$ cat config.mk
export PLATFORM = sky130hd
export DESIGN_NAME = sar_split_switch_ctrl
export DESIGN_NICKNAME = d
export VERILOG_FILES = /design/src/rtl/sar_split_switch_ctrl.sv
export SDC_FILE = /design/constraint.sdc
export NUM_CORES = 1
export LEC_CHECK = 0
export ABC_AREA = 1
export BUFFER_PORTS_ARGS = -buffer_cell sky130_fd_sc_hd__buf_2
export CAP_MARGIN = 20
export CORE_ASPECT_RATIO = 1.1
export CORE_UTILIZATION = 45
export CTS_CLUSTER_SIZE = 30
export DETAILED_ROUTE_END_ITERATION = 8
export PLACE_DENSITY = 0.72
export SYNTH_ARGS = -nofsm -noshare
export SYNTH_HDL_FRONTEND = slang
export SYNTH_SLANG_ARGS = --single-unit
$ cat constraint.sdc
create_clock -name clk -period 0.8 [get_ports clk]
set_clock_uncertainty 0.1 [all_clocks]
set_input_delay 0 -clock clk [delete_from_list [all_inputs] [get_ports clk]]
set_output_delay 0 -clock clk [all_outputs]
set_load 0.05 [all_outputs]
$ cat src/rtl/sar_split_switch_ctrl.sv
module sar_split_switch_ctrl #(
  parameter int N      = 10,
  parameter int NSPLIT = 5,
  parameter int IW     = $clog2(N + 1)
) (
  input  logic              clk,
  input  logic              rst_n,
  input  logic              sample_i,
  input  logic              dec_valid_i,
  input  logic [IW-1:0]     dec_idx_i,
  input  logic              dec_pos_i,
  output logic [N-1:1]      swp_o,
  output logic [N-1:1]      swn_o,
  output logic [N-1:N-NSPLIT] halfp_o,
  output logic [N-1:N-NSPLIT] halfn_o,
  output logic [N-1:0]      code_o,
  output logic              done_o
);
  localparam int LO = N - NSPLIT;

  logic [N-1:1] acc;
  wire take     = dec_valid_i & ~sample_i;
  wire hit_last = take && (dec_idx_i == IW'(N));

  for (genvar i = 1; i < N; i++) begin : g_bit
    wire hit = take && (dec_idx_i == IW'(N - i));
    always_ff @(posedge clk or negedge rst_n) begin
      if (!rst_n) begin
        swp_o[i] <= 1'b0;
        swn_o[i] <= 1'b0;
        acc[i]   <= 1'b0;
      end else if (sample_i) begin
        swp_o[i] <= 1'b0;
        swn_o[i] <= 1'b0;
        acc[i]   <= 1'b0;
      end else if (hit) begin
        acc[i] <= dec_pos_i;
        if (dec_pos_i) swn_o[i] <= 1'b1;
        else           swp_o[i] <= 1'b1;
      end
    end

    if (i >= LO) begin : g_half
      always_ff @(posedge clk or negedge rst_n) begin
        if (!rst_n) begin
          halfp_o[i] <= 1'b1;
          halfn_o[i] <= 1'b1;
        end else if (sample_i) begin
          halfp_o[i] <= 1'b1;
          halfn_o[i] <= 1'b1;
        end else if (hit) begin
          if (dec_pos_i) halfp_o[i] <= 1'b0;
          else           halfn_o[i] <= 1'b0;
        end
      end
    end
  end

  always_ff @(posedge clk or negedge rst_n) begin
    if (!rst_n) begin
      done_o <= 1'b0;
      code_o <= '0;
    end else begin
      done_o <= hit_last;
      if (hit_last) code_o <= {acc, dec_pos_i};
    end
  end
endmodule


==> results.md <==
* Status: complete, but fails checks
* Failing checks: hold timing, setup timing
* CP Max Fanout at 2
* Worst vdd ir at 1030 µV
* CP Launch Type: flop
* Synthesized area per cell at 9.22 µm²
* Synth warn at 0
* Slew @ Worst Pin at 0.251 ns
* Die width at 64.4 µm
* Psw at 0.00173 W
* Internal at 0.00384 W
* Via count at 1614
* # H-tree levels at 2
* P_leak at 1.43 nW
* Post-route ant nets at 0
* Clock sink count at 48
* Critical path arrival at 1.02 ns
* Dpl ws at -0.270 ns
* Worst min path class: input pin to flop
* Clock latency on the worst-skew pair at 0.30 ns
* Clock power frac at 0.263
* Multi-input gate area at 638 µm²
* Number of max-cap violations at 0
* Mapped Cells at 209
* Share of the synthesized area in the top cell type at 0.494
* Min Tclk post-route at 1.12 ns
* Final Hold Viols at 8
* Post-synth top cells: nand2_1 (79), dfrtp_1 (38), inv_1 (17)
* Starting Density at 0.479
* Routed WL at 4310 µm
* Post-DP HPWL at 2950 µm
* P per Cell Area at 1910 nW/µm²
* Die Ht at 70.6 µm
* P&R area growth vs syn at 51.6%
* Final worst slack at -0.322 ns
* DR pass1 iterations at 4
* Congestion Overflow GR at 0
* Total GRT Usage at 0.218
* CP max-delay cell: dfstp_2
* CTS tree: done
* Endpoint type of the worst setup path: output port
* Largest net degree at the start of global routing at 49
* CP required at 0.70 ns
* Share of layout cells above drive strength 1 at 0.516
* CTS Hold Bufs at 2
* Max-slew violations at 0
* Library cells used by synthesis at 20
* CP bufs+invs at 1
* Synth Flop Type: dfrtp_1
* Num CTS Buffers at 5
* First-pass GRT wire length at 7440 µm
* Yosys reg bits at 48
* Final setup viols at 58
* Crit path kind: flop to output port
* Core area at 4020 µm²
* Top post-synthesis cells by area: dfrtp_1 (49%), nand2_1 (15%), dfstp_2 (14%), o21ai_0 (3.6%), inv_1 (3.3%)
* Critical-path cell list: buf_8
* Sequential standard cell area at 1250 µm²
* Combinational power share at 0.244
* Most frequent cell after synthesis: nand2_1
* Final nets at 293
* WL/cell at 12.8 µm
* Slew Limit Headroom at 0.833
* Clock transition at path regs at 0.08 ns
* Register area share after synthesis at 0.630
* Sequential share of power at 0.493
* DRC at 0
* Hold Slack at -0.0736 ns
* Number of diodes at 0
* Initial antenna violation count at 0
* Number of fill cells at 293
* Die area at 4550 µm²
* CTS max path bufs at 2
* Vias in the first global route at 1567
* CTS root buf: clkbuf_8
* Final Cycle Share at 1.40
* Unrepaired setup endpoints after global routing: yes
* Final TNS setup at -8.95 ns
* CP peak stage delay at 0.57 ns
* Vias per inst at 4.79
* FMAX at 891 MHz
* Synth async-reset ratio at 1.00
* CP top delay family: flip-flops
* Syn nets at 218
* Std-Cell Rows at 24
* Port bufs at 47
* Switching share of power at 0.311
* Mapped cell area at 1930 µm²
* Top-level I/O count at 48
* Detailed Route Iter0 Violations at 89
* GPL Wtd Cong at 0.897
* Cell taking the most area after synthesis: dfrtp_1
* EDFF count, synth at 0
-- flip-flops by register name, indices dropped and copies added, names as in the netlist --
name / count
done_o: 1
code_o: 10
halfn_o: 5
acc: 9
swp_o: 9
halfp_o: 5
swn_o: 9
-- area by class of cell --
cell class,instances,share of cell area
inverters,20,0.0261
clock inverters,2,0.00343
flip-flops and latches,48,0.427
multi-input cells,134,0.218
repair buffers,75,0.274
well taps,52,0.0223
clock buffers,6,0.0283
-- worst paths after layout --
| path | endpoint | cells past startpoint | slack, ns | from |
|---|---|---|---|---|
| max | halfp_o[6] | 1 | -0.32 | halfp_o[6]$_DFFE_PN1P_ |
| min | code_o[0]$_DFFE_PN0P_ | 3 | -0.07 | dec_pos_i |
| max reg2reg | halfp_o[7]$_DFFE_PN1P_ | 2 | -0.12 | halfp_o[7]$_DFFE_PN1P_ |
| min reg2reg | halfn_o[5]$_DFFE_PN1P_ | 2 | 0.38 | halfn_o[5]$_DFFE_PN1P_ |
| max in group asynchronous | halfn_o[6]$_DFFE_PN1P_ | 3 | 0.21 | rst_n |
| min in group asynchronous | code_o[5]$_DFFE_PN0P_ | 3 | 0.11 | rst_n |
-- power by group through the flow --
stage	Clock (W)	Sequential [W]	Combinational [W]
after floorplan	0	0.00322	0.000249
after global placement	0	0.00274	0.00104
after detailed placement	0	0.00275	0.00106
after CTS	0.00151	0.00274	0.00133
after global routing	0.00161	0.00277	0.00145
final	0.00146	0.00274	0.00136
-- cells in the final DEF (no fill, tap or decap), drive strengths merged --
cell type | synthesis | layout
nand2 | 81 | 81
dfrtp | 38 | 38
clkinv | 1 | 3
nand3 | 6 | 6
dfstp | 10 | 10
a21oi | 3 | 3
clkbuf | 0 | 6
a31oi | 1 | 1
nor2 | 16 | 16
o21a | 3 | 3
dlygate4sd3 | 0 | 1
o22ai | 1 | 1
buf | 7 | 74
inv | 19 | 19
o21ai | 23 | 23
-- cells by family (layout without fill, tap and decap cells) --
logic type,after synthesis,after routing,synth area share
DFF,48,48,0.630
buffers and inverters,27,103,0.0675
AOI/OAI and AO/OA,31,31,0.0877
and+or+nand+nor,103,103,0.215
-- per-layer routing --
| layer | share of wire | global-route usage |
|---|---|---|
| met3 | 0.033 | 0.0500 |
| met2 | 0.51 | 0.338 |
| met4 | 0.019 | 0.0889 |
| met5 | 0 | 0 |
| met1 | 0.44 | 0.297 |
-- stage by stage --
step                      utilization  total power (W)  instance area [µm²]  std cells
final                           0.726          0.00557                 2920        337
after global routing            0.726          0.00582                 2920        337
after CTS                       0.712          0.00558                 2870        337
after detailed placement        0.588          0.00381                 2370        317
after global placement          0.588          0.00379                 2370        317
after floorplan                     -          0.00347                 1960        209
-- tightest hold or removal path, stage by stage --
cell	delay, ns
buf_2	0.12
inv_1	0.10
o21ai_1	0.08
-- repair_timing --
| item | 4_1_cts | 5_1_grt |
|---|---|---|
| setup endpoints to repair | 46 | 66 |
| buffers inserted | 10 | 2 |
| endpoints found under the hold margin | 56 | 3 |
| pin swaps | 1 | 5 |
| resized for setup | 97 | 21 |
(Power assumes the default switching activity.)
